`config.mk`:
```
export PLATFORM = sky130hd
export DESIGN_NAME = seg_code_decoder
export DESIGN_NICKNAME = d
export VERILOG_FILES = /design/src/rtl/seg_dec_pkg.sv /design/src/rtl/seg_hold_stage.sv /design/src/rtl/seg_therm_decode.sv /design/src/rtl/seg_retime_stage.sv /design/src/rtl/seg_code_decoder.sv
export SDC_FILE = /design/constraint.sdc
export NUM_CORES = 1
export LEC_CHECK = 0
export BUFFER_PORTS_ARGS = -buffer_cell sky130_fd_sc_hd__clkbuf_2
export CORE_ASPECT_RATIO = 0.6
export CORE_MARGIN = 5
export CORE_UTILIZATION = 56
export CTS_CLUSTER_DIAMETER = 100
export DETAILED_ROUTE_END_ITERATION = 12
export PLACE_DENSITY = 0.84
export SYNTH_ARGS = -nofsm -noshare
export SYNTH_HDL_FRONTEND = slang
export SYNTH_SLANG_ARGS = --single-unit
```
`constraint.sdc`:
```
create_clock -name clk -period 2.97 [get_ports clk]
set_input_delay 0.594 -clock clk [delete_from_list [all_inputs] [get_ports clk]]
set_output_delay 0.594 -clock clk [all_outputs]
set_load 0.02 [all_outputs]
```
`src/rtl/seg_dec_pkg.sv`:
```
package seg_dec_pkg;

    // Default split of the input word
    localparam int DEF_TOTAL_W = 14;
    localparam int DEF_THERM_W = 6;

    // Allowed range for the unary field width
    localparam int MIN_THERM_W = 4;
    localparam int MAX_THERM_W = 6;

    // State of the holding stage: whether a transfer is owed
    typedef enum logic {
        XFER_IDLE    = 1'b0,
        XFER_PENDING = 1'b1
    } xfer_state_e;

    // Number of unit elements for a unary field of width w
    function automatic int unit_count(input int w);
        return (1 << w) - 1;
    endfunction

    // Weight of one unit element expressed in binary LSBs
    function automatic int unit_weight(input int bin_w);
        return 1 << bin_w;
    endfunction

endpackage

```
`src/rtl/seg_hold_stage.sv`:
```
module seg_hold_stage
    import seg_dec_pkg::*;
#(
    parameter int TOTAL_W = DEF_TOTAL_W
) (
    input  logic               clk,
    input  logic               rst,
    input  logic               load_i,
    input  logic [TOTAL_W-1:0] code_i,
    output logic [TOTAL_W-1:0] held_code_o,
    output logic               xfer_req_o
);

    logic [TOTAL_W-1:0] held_q;
    xfer_state_e        state_q;

    always_ff @(posedge clk) begin
        if (rst) begin
            held_q  <= '0;
            state_q <= XFER_IDLE;
        end else begin
            if (load_i) begin
                held_q <= code_i;
            end
            state_q <= load_i ? XFER_PENDING : XFER_IDLE;
        end
    end

    assign held_code_o = held_q;
    assign xfer_req_o  = (state_q == XFER_PENDING);

endmodule

```
`src/rtl/seg_therm_decode.sv`:
```
module seg_therm_decode
    import seg_dec_pkg::*;
#(
    parameter int THERM_W = DEF_THERM_W,
    localparam int UNITS  = (1 << THERM_W) - 1
) (
    input  logic [THERM_W-1:0] level_i,
    output logic [UNITS-1:0]   lines_o
);

    // Line n is on when the level exceeds n
    for (genvar n = 0; n < UNITS; n++) begin : g_line
        assign lines_o[n] = (level_i > THERM_W'(n));
    end

endmodule

```
`src/rtl/seg_retime_stage.sv`:
```
module seg_retime_stage #(
    parameter int UNITS = 63,
    parameter int BIN_W = 8
) (
    input  logic             clk,
    input  logic             rst,
    input  logic             load_i,
    input  logic [UNITS-1:0] unary_d,
    input  logic [BIN_W-1:0] binary_d,
    output logic [UNITS-1:0] unary_q,
    output logic [BIN_W-1:0] binary_q
);

    // A single register bank for both segments keeps them edge aligned
    always_ff @(posedge clk) begin
        if (rst) begin
            unary_q  <= '0;
            binary_q <= '0;
        end else if (load_i) begin
            unary_q  <= unary_d;
            binary_q <= binary_d;
        end
    end

endmodule

```
`src/rtl/seg_code_decoder.sv`:
```
module seg_code_decoder
    import seg_dec_pkg::*;
#(
    parameter int TOTAL_W  = DEF_TOTAL_W,
    parameter int THERM_W  = DEF_THERM_W,
    localparam int BIN_W   = TOTAL_W - THERM_W,
    localparam int UNITS   = (1 << THERM_W) - 1
) (
    input  logic               clk,
    input  logic               rst,
    input  logic               code_valid,
    input  logic [TOTAL_W-1:0] code_in,
    output logic [UNITS-1:0]   therm_en,
    output logic [BIN_W-1:0]   bin_en
);

    logic [TOTAL_W-1:0] held_code;
    logic               xfer_req;
    logic [THERM_W-1:0] upper_field;
    logic [BIN_W-1:0]   lower_field;
    logic [UNITS-1:0]   unary_next;

    seg_hold_stage #(
        .TOTAL_W (TOTAL_W)
    ) u_hold (
        .clk         (clk),
        .rst         (rst),
        .load_i      (code_valid),
        .code_i      (code_in),
        .held_code_o (held_code),
        .xfer_req_o  (xfer_req)
    );

    assign upper_field = held_code[TOTAL_W-1:BIN_W];
    assign lower_field = held_code[BIN_W-1:0];

    seg_therm_decode #(
        .THERM_W (THERM_W)
    ) u_decode (
        .level_i (upper_field),
        .lines_o (unary_next)
    );

    seg_retime_stage #(
        .UNITS (UNITS),
        .BIN_W (BIN_W)
    ) u_retime (
        .clk      (clk),
        .rst      (rst),
        .load_i   (xfer_req),
        .unary_d  (unary_next),
        .binary_d (lower_field),
        .unary_q  (therm_en),
        .binary_q (bin_en)
    );

endmodule

```
### Yosys cells after proc, flatten, opt, wreduce, memory -nomap -nowiden

Cells that the tools add are included.

* bits in registers: 86
* input port bits: 17
* output and inout port bits: 71
* word-level logic and storage cells: 68

* magnitude comparators: 63
* muxes and demuxes: 1

Operators with widths (count)
* $gt A6 B6 Y1 const B: 31
* $gt A6 B5 Y1 const B: 16
* $gt A6 B4 Y1 const B: 8
* $gt A6 B3 Y1 const B: 4
* $gt A6 B1 Y1 const B: 2
* $gt A6 B2 Y1 const B: 2
* $mux W1: 1

### Longest topological paths before layout

Gate-level depths: netlist of the first run.

* word-level depth: 1
* mapped depth: 6

### Hierarchy

A second synthesis of the first run with hierarchy kept.

* cell total of the unflattened synthesis: 385
* area total of the unflattened synthesis: 3717.3 um^2

Modules (own cells, without submodules)
* seg_retime_stage: times used 1, cells an instance 229, area each 2546.2 um^2
* seg_therm_decode: times used 1, cells an instance 109, area each 635.6 um^2
* seg_hold_stage: times used 1, cells an instance 47, area each 535.5 um^2

### Worst setup path after synthesis of the first run

No wires, ideal clock.

* path type: input to register
* start point: in code_valid
* end point: reg u_hold.held_q[0], in the netlist u_hold.held_code_o[0]
* data arrival time: 1.398 ns
* required time: 2.842 ns
* slack: 1.444 ns
* stages: 4
* path buffers: 2
* cells stage by stage: clkbuf_1 -> buf_2 -> mux2i_1 -> nor2_1

RTL lines
* start, declared: RTL line seg_code_decoder.sv:11 `input logic code_valid,`
* end signal, assigned: RTL line seg_hold_stage.sv:23 `held_q <= code_i;`
* end, declared: RTL line seg_hold_stage.sv:14 `logic [TOTAL_W-1:0] held_q;`

### Worst setup path in the final report of the first run

* start point: reg u_hold.held_q[13], in the netlist u_hold.held_code_o[13]
* end point: reg u_retime.unary_q[11]

* word-level cells in the longest chain between the ends: 1

RTL lines
* $gt A6 B4 Y1: RTL line seg_therm_decode.sv:13 `assign lines_o[n] = (level_i > THERM_W'(n));`
* end signal, assigned: RTL line seg_retime_stage.sv:20 `unary_q <= unary_d;`
* end, declared: RTL line seg_retime_stage.sv:10 `output logic [UNITS-1:0] unary_q,`

No other way between the ends.
A chain may end at the register's enable or synchronous reset.

==> results.cfg, run 1 <==
[hold_path]
holdCritStartpoint = u_retime.unary_q[35]
holdPathEnd = u_retime.unary_q[35]
min_path_cells = 2
hold_path.class = flip-flop to flip-flop

[cells_and_area]
drive_gt1_share_pct = 25.11
area.sequential_um2 = 1723
nNetsFinal = 458
multi_input_area_um2 = 1413
diodes = 0
n_fill_cell = 455
area_growth_pct = 19.87

[worst_setup_path]
r2r_cells = 4
reg2reg_from = u_hold.held_code_o[13]
start_kind = flip-flop
rrSetupSlack_ps = 970
cp.required_ps = 3230
crit_type = flip-flop to flip-flop
crit_path_end_kind = flip-flop
cp_max_fo = 17
r2r-end = u_retime.unary_q[11]
cp_data_arrival_time_ps = 2260

[logic_synthesis]
yosysSeqAreaShare_pct = 51.89
ys_types = 42
yosys_warnings = 0
synth_seq_cells = 86
yosysTopAreaCellShare_pct = 51.89
syn_avg_cell_area_um2 = 8.778
synth_nets = 395
synth-edff-count = 0
synth_area_um2 = 3318
yosys-top-cells-area = dfxtp_1 (52%), nor2_1 (7.7%), mux2i_1 (6.6%), a21oi_1 (5.3%), nand2_1 (3.2%)
netlist_instances = 378
async_flop_share_pct = 0
synthFlopType = dfxtp_1
yosys.area.top_type = dfxtp_1

[timing]
finalSetupViolCount = 0
grt_setup_unrepaired = no
slew_headroom_pct = 43.08
worst_pin_slew_ps = 852.6
slew_viol_final = 0
timing.fmax_mhz = 499.5
hold_ws_ps = 460.6
final.min_clock_period_ps = 2002
final.period_utilization_pct = 67.40
finClkSkew_ps = 9.521
hold_violations = 0
setup_tns_ps = 0

[power]
powerDensity_nw_per_um2 = 627.7
leakage_nw = 1.725
peakVddDrop_uv = 393.0

[clock_network]
cts_root_buf = clkbuf_8
clock_sinks = 86
cts_tree = done
holdBufCountCts = 0
clock_latency_ps = 360
cts_setup_buffers = 0
h-tree-depth = 3
numCtsBuffers = 9
clk_pin_slew_ps = 80
cts-resized-gates = 0
clockBufferDepth = 2

[floorplan]
dieHeight_um = 69.63
ios = 88
rows = 21
initial_core_util_pct = 58.74
core-area_um2 = 5649
die_area_um2 = 7615
die_w_um = 109.4

[place]
dp.final_hpwl_mm = 6.025
io_buffers = 87
gp_congestion = 0.9441

[global_route]
grtUsageTotal_pct = 23.71
antenna_found_initial = 0
grt_pass1_vias = 2816
grt_max_degree = 37
grt_pass1_wl_mm = 14.32
grt_overflow = 0

[detailed_routing]
routed_wl_mm = 8.775
drc_errors = 0
postRouteAntennaNets = 0
vias_per_cell = 5.751
vias = 3025
first_iter_violations = 352
dr.pass1.iters = 5
wl_per_cell_um = 16.68

[status]
status = finished, final reports clean

[flow_run]
max-cap-violations = 0
## logic make-up after synthesis
kind of cell           count (synthesis)  synth area share (%)
AND/OR/NAND/NOR                      144                 19.31
flip-flops                            86                 51.89
AO/OA/AOI/OAI                         82                 16.37
buffers and inverters                 43                 5.543
multiplexers                          22                 6.636
XOR/XNOR                               1                0.2640
## how the worst max path moves through the flow
stage | end | start
3_5_place_dp | u_retime.unary_q[11] | u_hold.held_code_o[13]
4_1_cts | u_retime.unary_q[11] | u_hold.held_code_o[13]
3_3_place_gp | u_retime.unary_q[33] | u_hold.held_code_o[12]
2_1_floorplan | u_hold.held_code_o[0] | code_valid
6_report | u_retime.unary_q[11] | u_hold.held_code_o[13]
5_1_grt | u_retime.unary_q[11] | u_hold.held_code_o[13]
## through the flow
stage | instances | worst slack (ps) | total power [mW] | instance area, um^2 | util (%)
after global routing | 526 | 805.2 | 2.596 | 3978 | 70.41
after floorplan | 378 | 1444 | 1.448 | 3318 | -
after global placement | 510 | 1164 | 1.521 | 3729 | 66.00
final | 526 | 968.1 | 2.497 | 3978 | 70.41
after detailed placement | 510 | 1067 | 1.527 | 3729 | 66.00
after CTS | 526 | 1020 | 2.501 | 3978 | 70.41
## power breakdown
group	internal, mW	switching (mW)	leakage [nW]
Combinational	0.0899	0.168	0.898
Sequential	1.20	0.0489	0.702
Clock	0.605	0.386	0.124
## synth_stat cells, types with 4 or more instances
master and instances:
buf_1 6, a22oi_1 5, a211oi_1 8, nor2_1 68, buf_2 18, and2_1 4
a21oi_1 35, nand3_1 4, nand2_1 28, nand2b_1 5, mux2i_1 22, o31ai_1 4
clkbuf_1 15, nor3_1 18, dfxtp_1 86, or2_1 4
## layout make-up
type                       instances  area share (%)
multi-input combinational        249           35.51
sequential                        86           43.32
inverter                           4          0.3775
clock buffer                      13           3.995
tap                               80           2.517
clock inverter                     3           2.265
timing repair buffer              91           12.02
## worst max-delay path, cell delays in order (launching register included)
cell      delay (ps)
dfxtp_1          660
inv_2            200
nand2_1          460
nor2_1           240
a211oi_1         330
## placed cells by master (no fill, tap or decap), types with 5 or more instances in the layout
| master | n |
|---|---|
| a211oi_1 | 8 |
| a21oi_1 | 35 |
| a22oi_1 | 5 |
| clkbuf_2 | 87 |
| clkbuf_8 | 11 |
| dfxtp_1 | 85 |
| mux2i_1 | 22 |
| nand2_1 | 28 |
| nand2b_1 | 5 |
| nor2_1 | 68 |
| nor3_1 | 18 |
## per-layer routing
layer	share of wire, %	track usage [%]
met5	0	0
met4	1.7	8.022
met3	12	8.000
met2	43	32.79
met1	44	34.16
## sequential cells by signal, indices dropped and copies added, names as in the netlist
name and count:
u_hold.xfer_req_o 1, u_retime.binary_q 8, u_hold.held_code_o 14, u_retime.unary_q 63
Power figures use the tool's default switching activity.
==> run 2, diff against run 1 <==
--- a/config.mk
+++ b/config.mk
@@ -5,13 +5,14 @@
 export SDC_FILE = /design/constraint.sdc
 export NUM_CORES = 1
 export LEC_CHECK = 0
+export ABC_AREA = 1
 export BUFFER_PORTS_ARGS = -buffer_cell sky130_fd_sc_hd__clkbuf_2
 export CORE_ASPECT_RATIO = 0.6
 export CORE_MARGIN = 5
-export CORE_UTILIZATION = 56
+export CORE_UTILIZATION = 47
 export CTS_CLUSTER_DIAMETER = 100
 export DETAILED_ROUTE_END_ITERATION = 12
-export PLACE_DENSITY = 0.84
+export PLACE_DENSITY = 0.75
 export SYNTH_ARGS = -nofsm -noshare
 export SYNTH_HDL_FRONTEND = slang
 export SYNTH_SLANG_ARGS = --single-unit
==> constraint.sdc (replaced) <==
create_clock -name clk -period 1.6 [get_ports clk]
set_input_delay 0.32 -clock clk [delete_from_list [all_inputs] [get_ports clk]]
set_output_delay 0.32 -clock clk [all_outputs]
set_load 0.02 [all_outputs]
==> results.cfg, run 2 <==
[status]
status = finished, final reports clean

[clock_network]
holdBufCountCts = 0
cts_root_buf = clkbuf_16
numCtsBuffers = 9
h-tree-depth = 3
cts_setup_buffers = 0
cts_tree = done
clk_pin_slew_ps = 60
clock_sinks = 86
clockBufferDepth = 2
clock_latency_ps = 340

[logic_synthesis]
yosys.area.top_type = dfxtp_1
async_flop_share_pct = 0
yosysSeqAreaShare_pct = 50.68
yosys-top-cells-area = dfxtp_1 (51%), nand2_1 (12%), a21oi_1 (8.3%), nor2_1 (7.8%), o21ai_0 (6.6%)
syn_avg_cell_area_um2 = 7.212
synthTopCellsByCount = nand2_1 (113), dfxtp_1 (86), nor2_1 (71)
synthFlopType = dfxtp_1
netlist_instances = 471
synth_area_um2 = 3397
ys_types = 20
synth_nets = 488
synth-edff-count = 0
synth_most_common_cell = nand2_1
yosysTopAreaCellShare_pct = 50.68
synth_seq_cells = 86
yosys_warnings = 0

[hold_path]
min_path_cells = 3
holdPathEnd = u_hold.held_code_o[0]
holdCritStartpoint = code_in[0]
hold_path.class = primary input to flip-flop

[cells_and_area]
area.sequential_um2 = 1723
nNetsFinal = 579
drive_gt1_share_pct = 22.40
area_growth_pct = 27.37
diodes = 0
layout_common_cells = nand2_1 (113), clkbuf_2 (87), dfxtp_1 (85)
layoutNonFillerInstCount = 658
n_fill_cell = 680
multi_input_area_um2 = 1416
regMostFlops = u_retime.unary_q
final_common_cell = nand2_1
largest_register_ffs = 63

[worst_setup_path]
cp_data_arrival_time_ps = 1710
crit_path_end_kind = flip-flop
r2r_cells = 4
rrSetupSlack_ps = 110
r2r-end = u_retime.unary_q[0]
reg2reg_from = u_hold.held_code_o[8]
cp_max_fo = 9
start_kind = flip-flop
cp.required_ps = 1820
crit_type = flip-flop to flip-flop

[timing]
hold_violations = 0
timing.fmax_mhz = 669.5
finalSetupViolCount = 0
slew_headroom_pct = 69.05
finClkSkew_ps = 5.132
final.min_clock_period_ps = 1494
final.period_utilization_pct = 93.36
slew_viol_final = 0
worst_pin_slew_ps = 463.8
grt_setup_unrepaired = no

[detailed_routing]
drc_errors = 0
vias_per_cell = 5.252
vias = 3456
routed_wl_mm = 10.66
dr.pass1.iters = 5
postRouteAntennaNets = 0
wl_per_cell_um = 16.21
first_iter_violations = 380

[flow_run]
max-cap-violations = 0

[power]
peakVddDrop_uv = 673.4
powerDensity_nw_per_um2 = 1210
leakage_nw = 2.026
p_total_mw = 5.236

[global_route]
grt_max_degree = 57
grt_pass1_wl_mm = 17.26
grt_overflow = 0
grtUsageTotal_pct = 24.72
antenna_found_initial = 0
grt_pass1_vias = 3289

[place]
gp_congestion = 0.9404
dp.final_hpwl_mm = 7.864
io_buffers = 87
post-place-cells = 642

[floorplan]
dieHeight_um = 75.85
core-area_um2 = 7147
rows = 24
ios = 88
die_area_um2 = 9083
die_w_um = 119.8
initial_core_util_pct = 47.53
==> run 2: changes by cell type in the layout (fill, tap and decap cells not counted), moves of 11 or more <==
| cell | before | now |
|---|---|---|
| nand3_1 | 4 | 24 |
| a21oi_1 | 35 | 56 |
| mux2i_1 | 22 | 0 |
| nor3_1 | 18 | 2 |
| clkbuf_8 | 11 | 0 |
| buf_4 | 3 | 19 |
| o21ai_0 | 3 | 45 |
| inv_1 | 2 | 32 |
| nand2_1 | 28 | 113 |
==> run 2: per-layer routing <==
metal | routed length [um] | up-vias | share of wire, % | track usage, %
li1 | - | 1698 | - | -
met1 | 5163 | 1600 | 48 | 35.86
met2 | 4427 | 149 | 42 | 36.38
met3 | 993 | 9 | 9.3 | 7.418
met4 | 80 | 0 | 0.75 | 5.711
met5 | 0 | - | 0 | 0
==> run 2: cell type report <==
| cell class | instances | area share [%] |
|---|---|---|
| Sequential cell | 86 | 39.82 |
| Multi-Input combinational cell | 324 | 32.74 |
| Timing Repair Buffer | 108 | 14.29 |
| Clock buffer | 12 | 5.466 |
| Inverter | 33 | 2.863 |
| Tap cell | 91 | 2.632 |
| Clock inverter | 4 | 2.198 |
==> run 2: worst max path at each step <==
stage                               start                   end  slack [ps]
detailed placement  u_hold.held_code_o[9]   u_retime.unary_q[0]         -40
CTS                 u_hold.held_code_o[9]   u_retime.unary_q[0]         140
floorplan           u_hold.held_code_o[8]  u_retime.unary_q[33]         370
finish              u_hold.held_code_o[8]   u_retime.unary_q[0]         110
global placement    u_hold.held_code_o[9]  u_retime.unary_q[44]         -80
global route        u_hold.held_code_o[8]   u_retime.unary_q[0]           7
==> run 2: power breakdown <==
part	switching [mW]	internal, mW	leakage [nW]	total [mW]
combinational	0.401	0.187	1.16	0.588
sequential	0.0742	2.23	0.703	2.31
clock	0.815	1.52	0.161	2.34
==> run 2: worst max-delay path: stages (launching register included) <==
cell and delay, ps:
dfxtp_1 440, nor2_2 350, inv_1 210, o21ai_0 280, a21oi_1 100
==> run 2: cells by family (layout without fill, tap and decap cells) <==
logic type	Yosys count	count (layout)	synth area share, %
simple gates	216	216	25.41
buf+inv	61	157	7.698
compound gates	108	108	16.21
flops	86	86	50.68
==> run 2: through the flow <==
stage | util (%) | worst slack (ps) | area (um^2) | setup TNS (ps) | hold slack, ps
2_1_floorplan | - | 373.8 | 3397 | 0 | 449.5
3_3_place_gp | 55.85 | -80.80 | 3991 | -329.3 | 451.7
3_5_place_dp | 55.85 | -39.33 | 3991 | -62.18 | 454.4
4_1_cts | 60.52 | 138.4 | 4325 | 0 | 204.4
5_1_grt | 60.54 | 6.912 | 4327 | 0 | 235.5
6_report | 60.54 | 106.3 | 4327 | 0 | 207.6
==> run 2: repair_timing <==
item / 4_1_cts / 5_1_grt
setup endpoints to repair: 5 / 2
pin swaps: 0 / 0
resized for setup: 1 / 1
gates cloned: 0 / 0
==> run 3, diff against run 2 <==
--- a/config.mk
+++ b/config.mk
@@ -9,10 +9,11 @@
 export BUFFER_PORTS_ARGS = -buffer_cell sky130_fd_sc_hd__clkbuf_2
 export CORE_ASPECT_RATIO = 0.6
 export CORE_MARGIN = 5
-export CORE_UTILIZATION = 47
+export CORE_UTILIZATION = 49
 export CTS_CLUSTER_DIAMETER = 100
 export DETAILED_ROUTE_END_ITERATION = 12
-export PLACE_DENSITY = 0.75
+export PLACE_DENSITY = 0.76
 export SYNTH_ARGS = -nofsm -noshare
 export SYNTH_HDL_FRONTEND = slang
+export SYNTH_HIERARCHICAL = 1
 export SYNTH_SLANG_ARGS = --single-unit
==> results.cfg, run 3 <==
[status]
status = finished, final reports clean

[power]
internal_power_mw = 3.673
switchingPower_mw = 1.487
peakVddDrop_uv = 702.4
p_comb_share_pct = 17.8
powerDensity_nw_per_um2 = 1044
leakage_nw = 2.699
switching_share_pct = 28.81
p_total_mw = 5.160
clkPwrFrac_pct = 36.0
seqPwrFrac_pct = 46.2

[cells_and_area]
layoutNonFillerInstCount = 873
regMostFlops = u_retime/unary_q
diodes = 0
n_fill_cell = 894
area_growth_pct = 18.15
largest_register_ffs = 63
nNetsFinal = 775
post-route-util_pct = 58.69
drive_gt1_share_pct = 18.53
layout_common_cells = nand2_1 (214), nor2_1 (187), inv_1 (102)
final_common_cell = nand2_1

[worst_setup_path]
rrSetupSlack_ps = 160
slowest_delay_ps = 460
cp.required_ps = 1880
r2r-end = u_retime/unary_q[42]
cp_max_fo = 10
crit_path_end_kind = flip-flop
path_buf_inv = 2
worst-path-stages = 8
crit_type = flip-flop to flip-flop
r2r_cells = 8
crit_start = u_hold/held_code_o[9]
critPathSlowestCell = dfxtp_2
path_cells = nand2_1 > inv_1 > nand2_1 > o21ai_0 > inv_1 > nand2_1 > nand2_1 > nor2_1
critPathMostFrequentCell = nand2_1
cp_data_arrival_time_ps = 1710
start_kind = flip-flop
reg2reg_from = u_hold/held_code_o[9]
crit_family = simple AND/OR/NAND/NOR gates

[logic_synthesis]
synthFlopType = dfxtp_1
yosysSeqAreaShare_pct = 41.14
yosysTopAreaCellShare_pct = 41.14
synthAdderAreaFrac_pct = 0
synth_compound_area_share_pct = 3.976
synth_most_common_cell = nand2_1
synth_top_family_by_area = simple AND/OR/NAND/NOR gates
yosys_warnings = 6
ys_types = 23
synth_seq_cells = 86
async_flop_share_pct = 0
synth_mux_area_share_pct = 0
yosys.area.top_type = dfxtp_1
yosys.area_share.simple_pct = 38.98
synth_nets = 693
yosys.area_share.xor_xnor_pct = 0
yosys-top-cells-area = dfxtp_1 (41%), nand2_1 (19%), nor2_1 (17%), inv_1 (9.1%), buf_6 (3.2%)
netlist_instances = 676
synthTopCellsByCount = nand2_1 (214), nor2_1 (187), inv_1 (102)
synth-edff-count = 0
syn_avg_cell_area_um2 = 6.191
synth_area_um2 = 4185

[hold_path]
min_path_cells = 2
holdCritStartpoint = rst
hold_path.class = primary input to flip-flop
holdPathEnd = u_hold/xfer_req_o

[timing]
final.min_clock_period_ps = 1436
fin_ws_ps = 164.3
hold_violations = 0
final.period_utilization_pct = 89.73
finalSetupViolCount = 0
worst_pin_slew_ps = 525.1
grt_setup_unrepaired = no
finClkSkew_ps = 5.795
slew_viol_final = 0
setup_tns_ps = 0
timing.fmax_mhz = 696.5
slew_headroom_pct = 64.99

[clock_network]
clock_latency_ps = 340
holdBufCountCts = 0
clock_sinks = 86
clk_pin_slew_ps = 60
numCtsBuffers = 9
clockBufferDepth = 2
h-tree-depth = 3
cts_root_buf = clkbuf_16
cts_tree = done

[place]
gp_congestion = 0.9177
dp.final_hpwl_mm = 7.309
post-place-cells = 859
io_buffers = 87
pre_cts_slack_ps = 47.32

[floorplan]
die_w_um = 129.3
core-area_um2 = 8426
ios = 88
initial_core_util_pct = 49.67
die_area_um2 = 10550
rows = 26
dieHeight_um = 81.59

[global_route]
grtUsageTotal_pct = 20.15
antenna_found_initial = 0
grt_pass1_vias = 3601
grt_overflow = 0
grt_max_degree = 72
grt_pass1_wl_mm = 16.90

[detailed_routing]
vias_per_cell = 4.478
dr.pass1.iters = 4
first_iter_violations = 242
routed_wl_mm = 9.960
drc_errors = 0
wl_per_cell_um = 11.41
vias = 3909
postRouteAntennaNets = 0

[flow_run]
max-cap-violations = 0
[run 3: cell count changes after synthesis, sizes merged, moves of 5 or more]
cell	before	now
nor2	74	192
nand3	24	7
nand2	113	219
a21oi	56	7
buf	16	27
clkbuf	12	7
o21ai	46	19
inv	33	108
[run 3: how the worst max path moves through the flow]
stage,endpoint,slack [ps]
after detailed placement,u_retime/unary_q[42],50
after global placement,u_retime/unary_q[42],50
after floorplan,u_retime/unary_q[4],450
after global routing,u_retime/unary_q[22],0.9
after CTS,u_retime/unary_q[42],20
final,u_retime/unary_q[42],160
[run 3: layout make-up]
class | count | area, um^2 | area share (%)
multi-input combinational | 447 | 1798 | 36.36
timing repair buffer | 105 | 608.1 | 12.30
inverter | 109 | 414.1 | 8.376
clock buffer | 12 | 246.5 | 4.985
tap | 112 | 140.1 | 2.834
clock inverter | 2 | 10.01 | 0.2024
sequential | 86 | 1728 | 34.94
[run 3: routing by layer]
metal,global-route usage [%],vias to the layer above,wire (um)
met3,5.198,15,674
li1,-,2109,-
met1,28.72,1694,5144
met4,6.604,0,153
met2,29.75,91,3988
met5,0,-,0
[run 3: worst reg2reg max path, cell delays in order, from the launching register on]
cell	delay, ps
dfxtp_2	460
nand2_1	110
inv_1	140
nand2_1	190
o21ai_0	210
inv_1	60
nand2_1	60
nand2_1	60
nor2_1	90
[run 3: through the flow]
| step | area (um^2) | hold slack [ps] |
|---|---|---|
| 3_5_place_dp | 4686 | 462.9 |
| 5_1_grt | 4945 | 188.2 |
| 3_3_place_gp | 4686 | 457.7 |
| 6_report | 4945 | 185.2 |
| 2_1_floorplan | 4185 | 391.3 |
| 4_1_cts | 4942 | 175.9 |
[run 3: power groups by stage]
stage / registers (mW) / logic, mW / clock network, mW
detailed placement: 2.43 / 0.922 / 0
finish: 2.38 / 0.918 / 1.86
floorplan: 2.53 / 0.553 / 0
CTS: 2.39 / 0.925 / 1.90
global placement: 2.42 / 0.912 / 0
global route: 2.40 / 1.05 / 2.00
[run 3: logic make-up (layout without fill, tap and decap cells)]
| family | after synthesis | in the layout |
|---|---|---|
| simple gates | 418 | 418 |
| buf+inv | 143 | 228 |
| flops | 86 | 86 |
| compound gates | 29 | 29 |
[run 3: what timing repair did]
item	in CTS	in global routing
gates resized for setup	0	2
setup endpoints to repair	0	11
hold endpoints to repair	0	0
buffers inserted	0	0
